[src/rtl/rfsh_pkg.sv]
package rfsh_pkg;

  typedef enum logic [1:0] {
    OWN_IDLE   = 2'b00,
    OWN_NATIVE = 2'b01,
    OWN_LEGACY = 2'b10,
    OWN_RSVD   = 2'b11
  } owner_e;

  // Reserved code behaves as a non-preemptable master.
  function automatic logic owner_blocks(input owner_e o);
    return (o == OWN_LEGACY) || (o == OWN_RSVD);
  endfunction

endpackage

[src/rtl/rfsh_tick_gen.sv]
module rfsh_tick_gen #(
  parameter int INTERVAL_CYC = 990
) (
  input  logic clk,
  input  logic rst,
  output logic tick_o
);
  localparam int TICK_W = (INTERVAL_CYC > 2) ? $clog2(INTERVAL_CYC) : 1;
  localparam logic [TICK_W-1:0] LAST = TICK_W'(INTERVAL_CYC - 1);

  logic [TICK_W-1:0] cnt_q;

  always_ff @(posedge clk) begin
    if (rst)                cnt_q <= '0;
    else if (cnt_q == LAST) cnt_q <= '0;
    else                    cnt_q <= cnt_q + 1'b1;
  end

  assign tick_o = (cnt_q == LAST);

  // the counter never runs past the interval end
  a_r1_cnt_bound: assert property (@(posedge clk) disable iff (rst)
    cnt_q <= LAST);

  // after a tick the interval restarts from zero
  a_r1_wrap: assert property (@(posedge clk) disable iff (rst)
    tick_o |=> (cnt_q == '0));
endmodule

[src/rtl/rfsh_miss_ledger.sv]
module rfsh_miss_ledger
  import rfsh_pkg::*;
#(
  parameter int MISS_CAP = 4,
  parameter int PEND_W   = 3
) (
  input  logic              clk,
  input  logic              rst,
  input  logic              tick_i,
  input  owner_e            owner_i,
  input  logic              legacy_rfsh_i,
  input  logic              issue_i,
  input  logic              ovf_clr_i,
  output logic [PEND_W-1:0] pend_o,
  output logic [PEND_W-1:0] pend_nxt_o,
  output logic              ovf_o
);
  localparam logic [PEND_W:0] CAP_X = (PEND_W+1)'(MISS_CAP);

  logic [PEND_W-1:0] pend_q;
  logic              seen_q;
  logic              ovf_q;
  logic              blocking;
  logic              satisfied;
  logic              due_inc;
  logic [PEND_W:0]   sum;
  logic              over;

  always_comb begin
    blocking  = owner_blocks(owner_i);
    satisfied = blocking && (seen_q || legacy_rfsh_i);
    due_inc   = tick_i && !satisfied;
    sum       = {1'b0, pend_q} + {{PEND_W{1'b0}}, due_inc}
              - {{PEND_W{1'b0}}, issue_i};
    over      = (sum > CAP_X);
    pend_nxt_o = over ? PEND_W'(MISS_CAP) : sum[PEND_W-1:0];
  end

  always_ff @(posedge clk) begin
    if (rst) begin
      pend_q <= '0;
      seen_q <= 1'b0;
      ovf_q  <= 1'b0;
    end else begin
      pend_q <= pend_nxt_o;
      if (tick_i)                          seen_q <= 1'b0;
      else if (blocking && legacy_rfsh_i)  seen_q <= 1'b1;
      if (over)           ovf_q <= 1'b1;
      else if (ovf_clr_i) ovf_q <= 1'b0;
    end
  end

  assign pend_o = pend_q;
  assign ovf_o  = ovf_q;

  // pending count never exceeds the cap
  a_r5_cap: assert property (@(posedge clk) disable iff (rst)
    pend_q <= PEND_W'(MISS_CAP));

  // flag holds unless a clear arrives
  a_r7_sticky: assert property (@(posedge clk) disable iff (rst)
    (ovf_q && !ovf_clr_i) |=> ovf_q);

  // a legacy-side refresh on the tick keeps the count from growing
  a_r6_satisfied: assert property (@(posedge clk) disable iff (rst)
    (tick_i && blocking && legacy_rfsh_i && !issue_i) |=> (pend_q == $past(pend_q)));

  // the issue request only comes with work pending
  a_r4_issue_has_work: assert property (@(posedge clk) disable iff (rst)
    issue_i |-> (pend_q != '0));
endmodule

[src/rtl/rfsh_burst_engine.sv]
module rfsh_burst_engine
  import rfsh_pkg::*;
#(
  parameter int STROBE_CYC = 2,
  parameter int PEND_W     = 3
) (
  input  logic              clk,
  input  logic              rst,
  input  owner_e            owner_i,
  input  logic [PEND_W-1:0] pend_i,
  input  logic [PEND_W-1:0] pend_nxt_i,
  output logic              issue_o,
  output logic              strobe_o,
  output logic              preempt_o
);
  localparam int STRB_W = (STROBE_CYC > 2) ? $clog2(STROBE_CYC) : 1;
  localparam logic [STRB_W-1:0] WIDTH_M1 = STRB_W'(STROBE_CYC - 1);

  logic              strobe_q;
  logic [STRB_W-1:0] left_q;
  logic              preempt_q;

  // A new strobe may start only from a low cycle, so a burst leaves a gap.
  assign issue_o = (owner_i == OWN_IDLE) && (pend_i != '0) && !strobe_q;

  always_ff @(posedge clk) begin
    if (rst) begin
      strobe_q  <= 1'b0;
      left_q    <= '0;
      preempt_q <= 1'b0;
    end else begin
      if (issue_o) begin
        strobe_q <= 1'b1;
        left_q   <= WIDTH_M1;
      end else if (strobe_q) begin
        if (left_q == '0) strobe_q <= 1'b0;
        else              left_q   <= left_q - 1'b1;
      end
      preempt_q <= (owner_i == OWN_NATIVE) && (pend_nxt_i != '0);
    end
  end

  assign strobe_o  = strobe_q;
  assign preempt_o = preempt_q;

  // a strobe starts only from a cycle that sampled the bus idle
  a_r4_start_idle: assert property (@(posedge clk) disable iff (rst)
    $rose(strobe_q) |-> ($past(owner_i) == OWN_IDLE));

  // preempt is raised only against a native owner
  a_r3_native_only: assert property (@(posedge clk) disable iff (rst)
    preempt_q |-> ($past(owner_i) == OWN_NATIVE));

  // preempt never coincides with a strobe start
  a_r3_no_strobe_start: assert property (@(posedge clk) disable iff (rst)
    preempt_q |-> !$rose(strobe_q));

  generate
    if (STROBE_CYC > 1) begin : g_wide
      // a strobe lasts beyond its first cycle
      a_r8_min_width: assert property (@(posedge clk) disable iff (rst)
        $rose(strobe_q) |=> strobe_q);
    end else begin : g_single
      // a one-cycle strobe drops after one cycle
      a_r8_one_cycle: assert property (@(posedge clk) disable iff (rst)
        strobe_q |=> !strobe_q);
    end
  endgenerate
endmodule

[src/rtl/rfsh_sched.sv]
module rfsh_sched
  import rfsh_pkg::*;
#(
  parameter int INTERVAL_CYC = 990,
  parameter int MISS_CAP     = 4,
  parameter int STROBE_CYC   = 2
) (
  input  logic       clk,
  input  logic       rst,
  input  logic [1:0] bus_owner,
  input  logic       legacy_rfsh,
  input  logic       ovf_clr,
  output logic       preempt_req,
  output logic       rfsh_strobe,
  output logic       miss_ovf
);
  localparam int PEND_W = $clog2(MISS_CAP + 1);

  owner_e            owner;
  logic              tick;
  logic              issue;
  logic [PEND_W-1:0] pend;
  logic [PEND_W-1:0] pend_nxt;

  assign owner = owner_e'(bus_owner);

  rfsh_tick_gen #(
    .INTERVAL_CYC (INTERVAL_CYC)
  ) u_tick (
    .clk    (clk),
    .rst    (rst),
    .tick_o (tick)
  );

  rfsh_miss_ledger #(
    .MISS_CAP (MISS_CAP),
    .PEND_W   (PEND_W)
  ) u_ledger (
    .clk           (clk),
    .rst           (rst),
    .tick_i        (tick),
    .owner_i       (owner),
    .legacy_rfsh_i (legacy_rfsh),
    .issue_i       (issue),
    .ovf_clr_i     (ovf_clr),
    .pend_o        (pend),
    .pend_nxt_o    (pend_nxt),
    .ovf_o         (miss_ovf)
  );

  rfsh_burst_engine #(
    .STROBE_CYC (STROBE_CYC),
    .PEND_W     (PEND_W)
  ) u_engine (
    .clk        (clk),
    .rst        (rst),
    .owner_i    (owner),
    .pend_i     (pend),
    .pend_nxt_i (pend_nxt),
    .issue_o    (issue),
    .strobe_o   (rfsh_strobe),
    .preempt_o  (preempt_req)
  );

  // nothing is driven in the first cycle after reset
  a_r10_quiet_after_reset: assert property (@(posedge clk)
    $fell(rst) |-> (!rfsh_strobe && !preempt_req && !miss_ovf));
endmodule

[config.mk]
export PLATFORM = sky130hd
export DESIGN_NAME = rfsh_sched
export DESIGN_NICKNAME = d
export VERILOG_FILES = /design/src/rtl/rfsh_pkg.sv /design/src/rtl/rfsh_tick_gen.sv /design/src/rtl/rfsh_miss_ledger.sv /design/src/rtl/rfsh_burst_engine.sv /design/src/rtl/rfsh_sched.sv
export SDC_FILE = /design/constraint.sdc
export NUM_CORES = 1
export LEC_CHECK = 0
export BUFFER_PORTS_ARGS = -buffer_cell sky130_fd_sc_hd__buf_2
export CORE_MARGIN = 2
export CORE_UTILIZATION = 45
export CTS_BUF_LIST = sky130_fd_sc_hd__clkbuf_8
export DETAILED_ROUTE_END_ITERATION = 16
export HOLD_SLACK_MARGIN = 0.1
export SETUP_SLACK_MARGIN = 0.02
export SLEW_MARGIN = 5
export SYNTH_ARGS = -nofsm -noshare
export SYNTH_HDL_FRONTEND = slang
export SYNTH_SLANG_ARGS = --single-unit
export TNS_END_PERCENT = 5
[constraint.sdc]
create_clock -name clk -period 2.83 [get_ports clk]
set_input_delay 0.4245 -clock clk [delete_from_list [all_inputs] [get_ports clk]]
set_output_delay 0.4245 -clock clk [all_outputs]
set_load 0.005 [all_outputs]
==> impl_metrics.csv, run 1 <==
group,metric,value,unit
logic_synthesis,yosysUniqueCellTypes,32,
placed_design,place_area,938.4,um2
logic_synthesis,synth_cells,97,
logic_synthesis,synthArstFlopShare,0,%
die,die_h,48.21,um
timing,report.final.slew_viol_count,0,
layout,num-nets-final,121,
die,ioPinCount,9,
min_path,holdCritStartpoint,"legacy_rfsh",
clocking,insertion_delay,0.25,ns
pwr,switching_share,30.20,%
clocking,cts_buffers,3,
pwr,power_switching,202.0,uW
logic_synthesis,yosysSeqAreaShare,40.97,%
drt,wl,1444,um
clocking,cts_sinks,18,
outcome,status,"completed",
worst_setup_path,crit_fanout,5,
timing,slew_headroom,76.79,%
worst_setup_path,crit_required,3.01,ns
grt,grt_pass1_wl,2249,um
drt,drtAntennaViolNets,0,
grt,grt_max_degree,12,
pwr,clockPowerShare,25.2,%
clocking,cts_root_buf,"clkbuf_8",
clocking,cts_tree,"done",
layout,final_cells,131,
die,fp.dieArea,0.002324,mm2
timing,timing.final.crit_share,82.20,%
layout,fin_util,54.95,%
clocking,ctsResizeCount,0,
logic_synthesis,ys_ff_latch,18,
die,die_width,48.21,um
layout,layout-drive-gt1-share,14.15,%
pwr,pwr-share-comb,29.5,%
drt,drc_errors,0,
layout,area_growth,11.38,%
drt,drt_iter0_drc,8,
clocking,clk_path_buf_depth,2,
worst_setup_path,start_kind,"register",
grt,grt_pass1_vias,505,
drt,wl_per_cell,11.02,um
timing,timing.setup.tns,0,ns
worst_setup_path,critPathKind,"register to register",
pwr,leakage,0.3838,nW
flow_run,max-cap-violations,0,
placed_design,globalplace.congestion,0.7610,
clocking,cts_setup_buffers,0,
pwr,intPower,467.0,uW
worst_setup_path,regToRegStartpoint,"u_ledger.pend_o[1]",
clocking,path_clk_slew,0.06,ns
drt,vias_per_cell,5.145,
logic_synthesis,ys.flop_type,"dfxtp_1",
worst_setup_path,end_kind,"register",
logic_synthesis,synth.avg_cell_area,9.068,um2
die,row_count,15,
logic_synthesis,syn_nets,110,
timing,worst_pin_slew,0.3450,ns
pwr,ir_drop,0.4296,mV
timing,hold_viol,0,
placed_design,dp_slack,0.3828,ns
drt,dr_total_vias,674,
layout,final_common_cell,"dfxtp_1",
grt,grt_overflow,0,
min_path,hp-class,"input port to register",
timing,fin_worst_skew,0.006557,ns
die,core_area,0.001783,mm2
layout,final_area,979.7,um2
die,start_util,49.33,%
logic_synthesis,synth_area,879.6,um2
grt,antenna_found_initial,0,
clocking,h-tree-depth,1,
placed_design,dp.cells,128,
grt,grtUsageTotal,14.36,%
timing,fmax,429.9,MHz
layout,num_antenna_cells,0,
timing,grt_setup_unrepaired,"no",
layout,nFillCells,174,
pwr,p_per_area,682.9,mW/mm2
placed_design,dp_hpwl,1107,um
layout,final_cell_mix,"18 x dfxtp_1, 11 x nor2_1, 8 x buf_2",
worst_setup_path,cp.arrival,2.51,ns
drt,dr.pass1.iters,4,
timing,post-route-min-period,2.326,ns
timing,fin_ws,0.5036,ns
placed_design,numPortBuffers,8,
logic_synthesis,ys_warn_count,0,
clocking,ctsHoldBuffers,0,
timing,setup_viol,0,
worst_setup_path,worstSetupStartpoint,"u_ledger.pend_o[1]",
logic_synthesis,synth-edff-count,0,
pwr,p_seq_share,45.3,%
[worst max-delay path, cell delays in order, from the launching register on]
cell and delay [ns]:
dfxtp_1 0.33, nor3_1 0.28, nor4_1 0.10, ha_1 0.28, inv_1 0.04, ha_1 0.22
fa_1 0.38, xor2_1 0.32, o21ai_0 0.14, a31oi_1 0.17
[cells in the mapped netlist (2+ instances only)]
master	number	area, um2
dfxtp_1	18	360.4
nor2_1	11	41.29
ha_1	6	75.07
inv_1	6	22.52
nand3_1	6	30.03
a21oi_1	5	25.02
nand2_1	5	18.77
xor2_1	5	43.79
nor3_1	4	20.02
o21ai_0	4	20.02
xnor2_1	3	26.28
a31oi_1	2	12.51
nor4_1	2	12.51
nor4b_1	2	17.52
[per-layer routing]
layer  wire, um  GRT usage, %  share of wire [%]  up-vias
met4         11         3.243               0.76        0
met3         74         6.667                5.1        2
li1           -             -                  -      358
met1        800         22.00                 55      302
met2        558         17.89                 39       12
met5          0             0                  0        -
[through the flow]
| step | total power, mW | hold slack, ns |
|---|---|---|
| 2_1_floorplan | 0.4631 | 0.4316 |
| 3_3_place_gp | 0.5052 | 0.4512 |
| 3_5_place_dp | 0.5055 | 0.4501 |
| 4_1_cts | 0.6785 | 0.4191 |
| 5_1_grt | 0.7157 | 0.4400 |
| 6_report | 0.6690 | 0.4248 |
[registers in the layout, summed over array words and instances (netlist names)]
register,cells
u_engine.left_q,1
u_engine.preempt_o,1
u_engine.strobe_o,1
u_ledger.ovf_o,1
u_ledger.pend_o,3
u_ledger.seen_q,1
u_tick.cnt_q,10
[worst paths after layout]
| check | to | slack (ns) | depth (start not counted) |
|---|---|---|---|
| setup / recovery | u_ledger.ovf_o | 0.50 | 9 |
| hold / removal | u_ledger.seen_q | 0.42 | 3 |
| setup reg to reg | u_ledger.ovf_o | 0.50 | 9 |
| hold reg to reg | u_ledger.seen_q | 0.47 | 2 |
[kinds of logic after synthesis]
logic type | synth area share, %
buf+inv | 3.983
fa+ha+maj | 10.81
simple gates | 24.90
xor+xnor | 7.966
flops | 40.97
compound gates | 11.38
[area by class of cell]
class | count | area, um2 | share of cell area (%)
Timing Repair Buffer | 8 | 40.04 | 4.087
Inverter | 6 | 22.52 | 2.299
Sequential cell | 18 | 360.3 | 36.78
Clock buffer | 3 | 41.29 | 4.215
Multi-Input combinational cell | 71 | 484.2 | 49.43
Tap cell | 25 | 31.28 | 3.193
[power groups by stage]
stage | logic (mW) | registers [mW] | clock network (mW)
after global placement | 0.197 | 0.308 | 0
final | 0.198 | 0.303 | 0.169
after global routing | 0.222 | 0.307 | 0.187
after CTS | 0.198 | 0.303 | 0.178
after floorplan | 0.157 | 0.306 | 0
after detailed placement | 0.197 | 0.309 | 0
Power figures use the tool's default switching activity.
==> inputs of run 2 (changes only) <==
--- a/config.mk
+++ b/config.mk
@@ -5,6 +5,7 @@
 export SDC_FILE = /design/constraint.sdc
 export NUM_CORES = 1
 export LEC_CHECK = 0
+export ABC_AREA = 1
 export BUFFER_PORTS_ARGS = -buffer_cell sky130_fd_sc_hd__buf_2
 export CORE_MARGIN = 2
 export CORE_UTILIZATION = 45
==> constraint.sdc (replaced) <==
create_clock -name clk -period 2.4 [get_ports clk]
set_input_delay 0.36 -clock clk [delete_from_list [all_inputs] [get_ports clk]]
set_output_delay 0.36 -clock clk [all_outputs]
set_load 0.005 [all_outputs]
==> run 2 against run 1 <==
  * Synthesized area grew 1.1%
  * Count of clock-buffer cells in the layout is the same
  * Routed wire length grew 5.7%
  * Die area grew 1.0%
==> impl_metrics.csv, run 2 <==
group,metric,value,unit
timing,worst_pin_slew,0.3909,ns
outcome,status,"completed",
min_path,hp-class,"input port to register",
worst_setup_path,crit_fanout,4,
worst_setup_path,end_kind,"register",
logic_synthesis,ys_warn_count,0,
logic_synthesis,synthArstFlopShare,0,%
timing,fin_worst_skew,0.004251,ns
placed_design,place_area,952.2,um2
min_path,min_to,"u_ledger.ovf_o",
clocking,path_clk_slew,0.07,ns
worst_setup_path,rr_worst_depth,12,
grt,antenna_found_initial,0,
layout,final_cell_mix,"22 x nor2_1, 20 x inv_1, 18 x dfxtp_1, 16 x nand2_1, 8 x buf_2",
logic_synthesis,yosysSeqAreaShare,40.51,%
pwr,ir_drop,0.3583,mV
layout,layout-drive-gt1-share,14.40,%
clocking,insertion_delay,0.25,ns
worst_setup_path,reg2reg_slack,0.18,ns
worst_setup_path,crit_required,2.55,ns
min_path,holdPathStages,2,
worst_setup_path,start_kind,"register",
pwr,total_power,795.3,uW
pwr,leakage,0.4447,nW
clocking,cts_setup_buffers,0,
logic_synthesis,ys_ff_latch,18,
timing,setup_viol,0,
layout,area_growth,12.24,%
timing,grt_setup_unrepaired,"no",
grt,grt_max_degree,12,
die,die_width,48.46,um
drt,vias_per_cell,4.704,
logic_synthesis,synth_area,889.6,um2
timing,timing.setup.tns,0,ns
pwr,p_per_area,796.5,mW/mm2
timing,fmax,450.8,MHz
logic_synthesis,synth_common_cells,"22 x nor2_1, 20 x inv_1, 18 x dfxtp_1",
die,row_count,16,
worst_setup_path,critPathKind,"register to register",
logic_synthesis,yosysUniqueCellTypes,19,
drt,drtAntennaViolNets,0,
logic_synthesis,synth_cells,115,
drt,drc_errors,0,
logic_synthesis,ys.flop_type,"dfxtp_1",
logic_synthesis,yosysTopAreaCellShare,40.51,%
layout,num_antenna_cells,0,
logic_synthesis,synth_top_area_cell,"dfxtp_1",
die,start_util,46.29,%
logic_synthesis,syn_nets,128,
die,core_area,0.001922,mm2
logic_synthesis,synth-edff-count,0,
timing,slew_headroom,73.88,%
grt,grtUsageTotal,14.59,%
clocking,cts_sinks,18,
placed_design,numPortBuffers,8,
timing,report.final.slew_viol_count,0,
clocking,ctsHoldBuffers,0,
worst_setup_path,cp.arrival,2.36,ns
logic_synthesis,yosysMostFrequentCell,"nor2_1",
grt,grt_overflow,0,
clocking,cts_root_buf,"clkbuf_8",
layout,final_common_cell,"nor2_1",
grt,grt_pass1_wl,2635,um
drt,wl,1526,um
worst_setup_path,r2r-end,"u_engine.preempt_o",
logic_synthesis,synth.avg_cell_area,7.736,um2
drt,dr_total_vias,715,
drt,dr.pass1.iters,4,
die,ioPinCount,9,
clocking,clk_path_buf_depth,2,
layout,nFillCells,205,
placed_design,dp.cells,149,
clocking,ctsResizeCount,0,
layout,final_cells,152,
drt,wl_per_cell,10.04,um
timing,hold_viol,0,
min_path,holdCritStartpoint,"rst",
worst_setup_path,regToRegStartpoint,"u_ledger.pend_o[1]",
clocking,h-tree-depth,1,
grt,grt_pass1_vias,683,
layout,final_area,998.5,um2
layout,largest_reg_flops,10,
drt,drt_iter0_drc,5,
placed_design,globalplace.congestion,0.7968,
timing,timing.final.crit_share,92.43,%
placed_design,dp_hpwl,1227,um
timing,post-route-min-period,2.218,ns
layout,largest-register,"u_tick.cnt_q",
logic_synthesis,ys_top_cells_by_area,"dfxtp_1 41%, nor2_1 9.3%, ha_1 8.4%, inv_1 8.4%, nand2_1 6.8%",
die,die_h,48.46,um
clocking,cts_buffers,3,
die,fp.dieArea,0.002348,mm2
clocking,cts_tree,"done",
layout,num-nets-final,140,
flow_run,max-cap-violations,0,
## run 2: cell type report
class	instances	area [um2]	area share, %
clock buffer	3	41.29	4.135
inverter	20	75.07	7.519
multi-input combinational	76	447.9	44.86
sequential	18	360.3	36.09
tap	27	33.78	3.383
timing repair buffer	8	40.04	4.010
## run 2: worst max-delay path by stage
stage                                   from                  to  slack (ns)  cells past startpoint
after detailed placement  u_ledger.pend_o[1]  u_engine.preempt_o        0.18                     12
after global routing      u_ledger.pend_o[1]  u_engine.preempt_o       0.009                     12
final                     u_ledger.pend_o[1]  u_engine.preempt_o        0.18                     12
after CTS                 u_ledger.pend_o[1]  u_engine.preempt_o        0.17                     12
after floorplan           u_ledger.pend_o[1]  u_engine.preempt_o        0.33                     12
after global placement          bus_owner[1]  u_engine.preempt_o        0.21                     12
## run 2: through the flow
step	hold WS, ns	util (%)	setup WS [ns]
6_report	0.3093	51.95	0.1817
5_1_grt	0.3295	51.95	0.009086
4_1_cts	0.3067	51.69	0.1713
3_5_place_dp	0.4604	49.54	0.1832
3_3_place_gp	0.4480	49.54	0.2149
2_1_floorplan	0.4291	-	0.3312
## run 2: logic make-up (layout without fill, tap and decap cells)
logic type | after synthesis | count (layout) | share of synthesized area (%)
flops | 18 | 18 | 40.51
simple gates | 57 | 57 | 29.96
fa+ha+maj | 7 | 7 | 10.69
xor+xnor | 5 | 5 | 4.924
compound gates | 7 | 7 | 4.220
buf+inv | 21 | 31 | 9.704
## run 2: critical path: stages, from the launching register on
cell and delay, ns:
dfxtp_1 0.31, inv_1 0.12, nand3_1 0.11, nand4_1 0.10
inv_1 0.05, ha_1 0.26, inv_1 0.04, ha_1 0.21
fa_1 0.38, xnor2_1 0.25, nand3_2 0.14, nor2_1 0.11
nor2_1 0.05
## run 2: power breakdown
part	leakage (nW)	switching [mW]	internal, mW
Combinational	0.276	0.143	0.0995
Clock	0.0216	0.0938	0.111
Sequential	0.147	0.0176	0.330
## run 2: routing by layer
metal	wire, um	vias up	global-route usage (%)
li1	-	378	-
met1	665	321	14.99
met2	773	9	26.62
met3	35	7	3.704
met4	52	0	8.571
met5	0	-	0
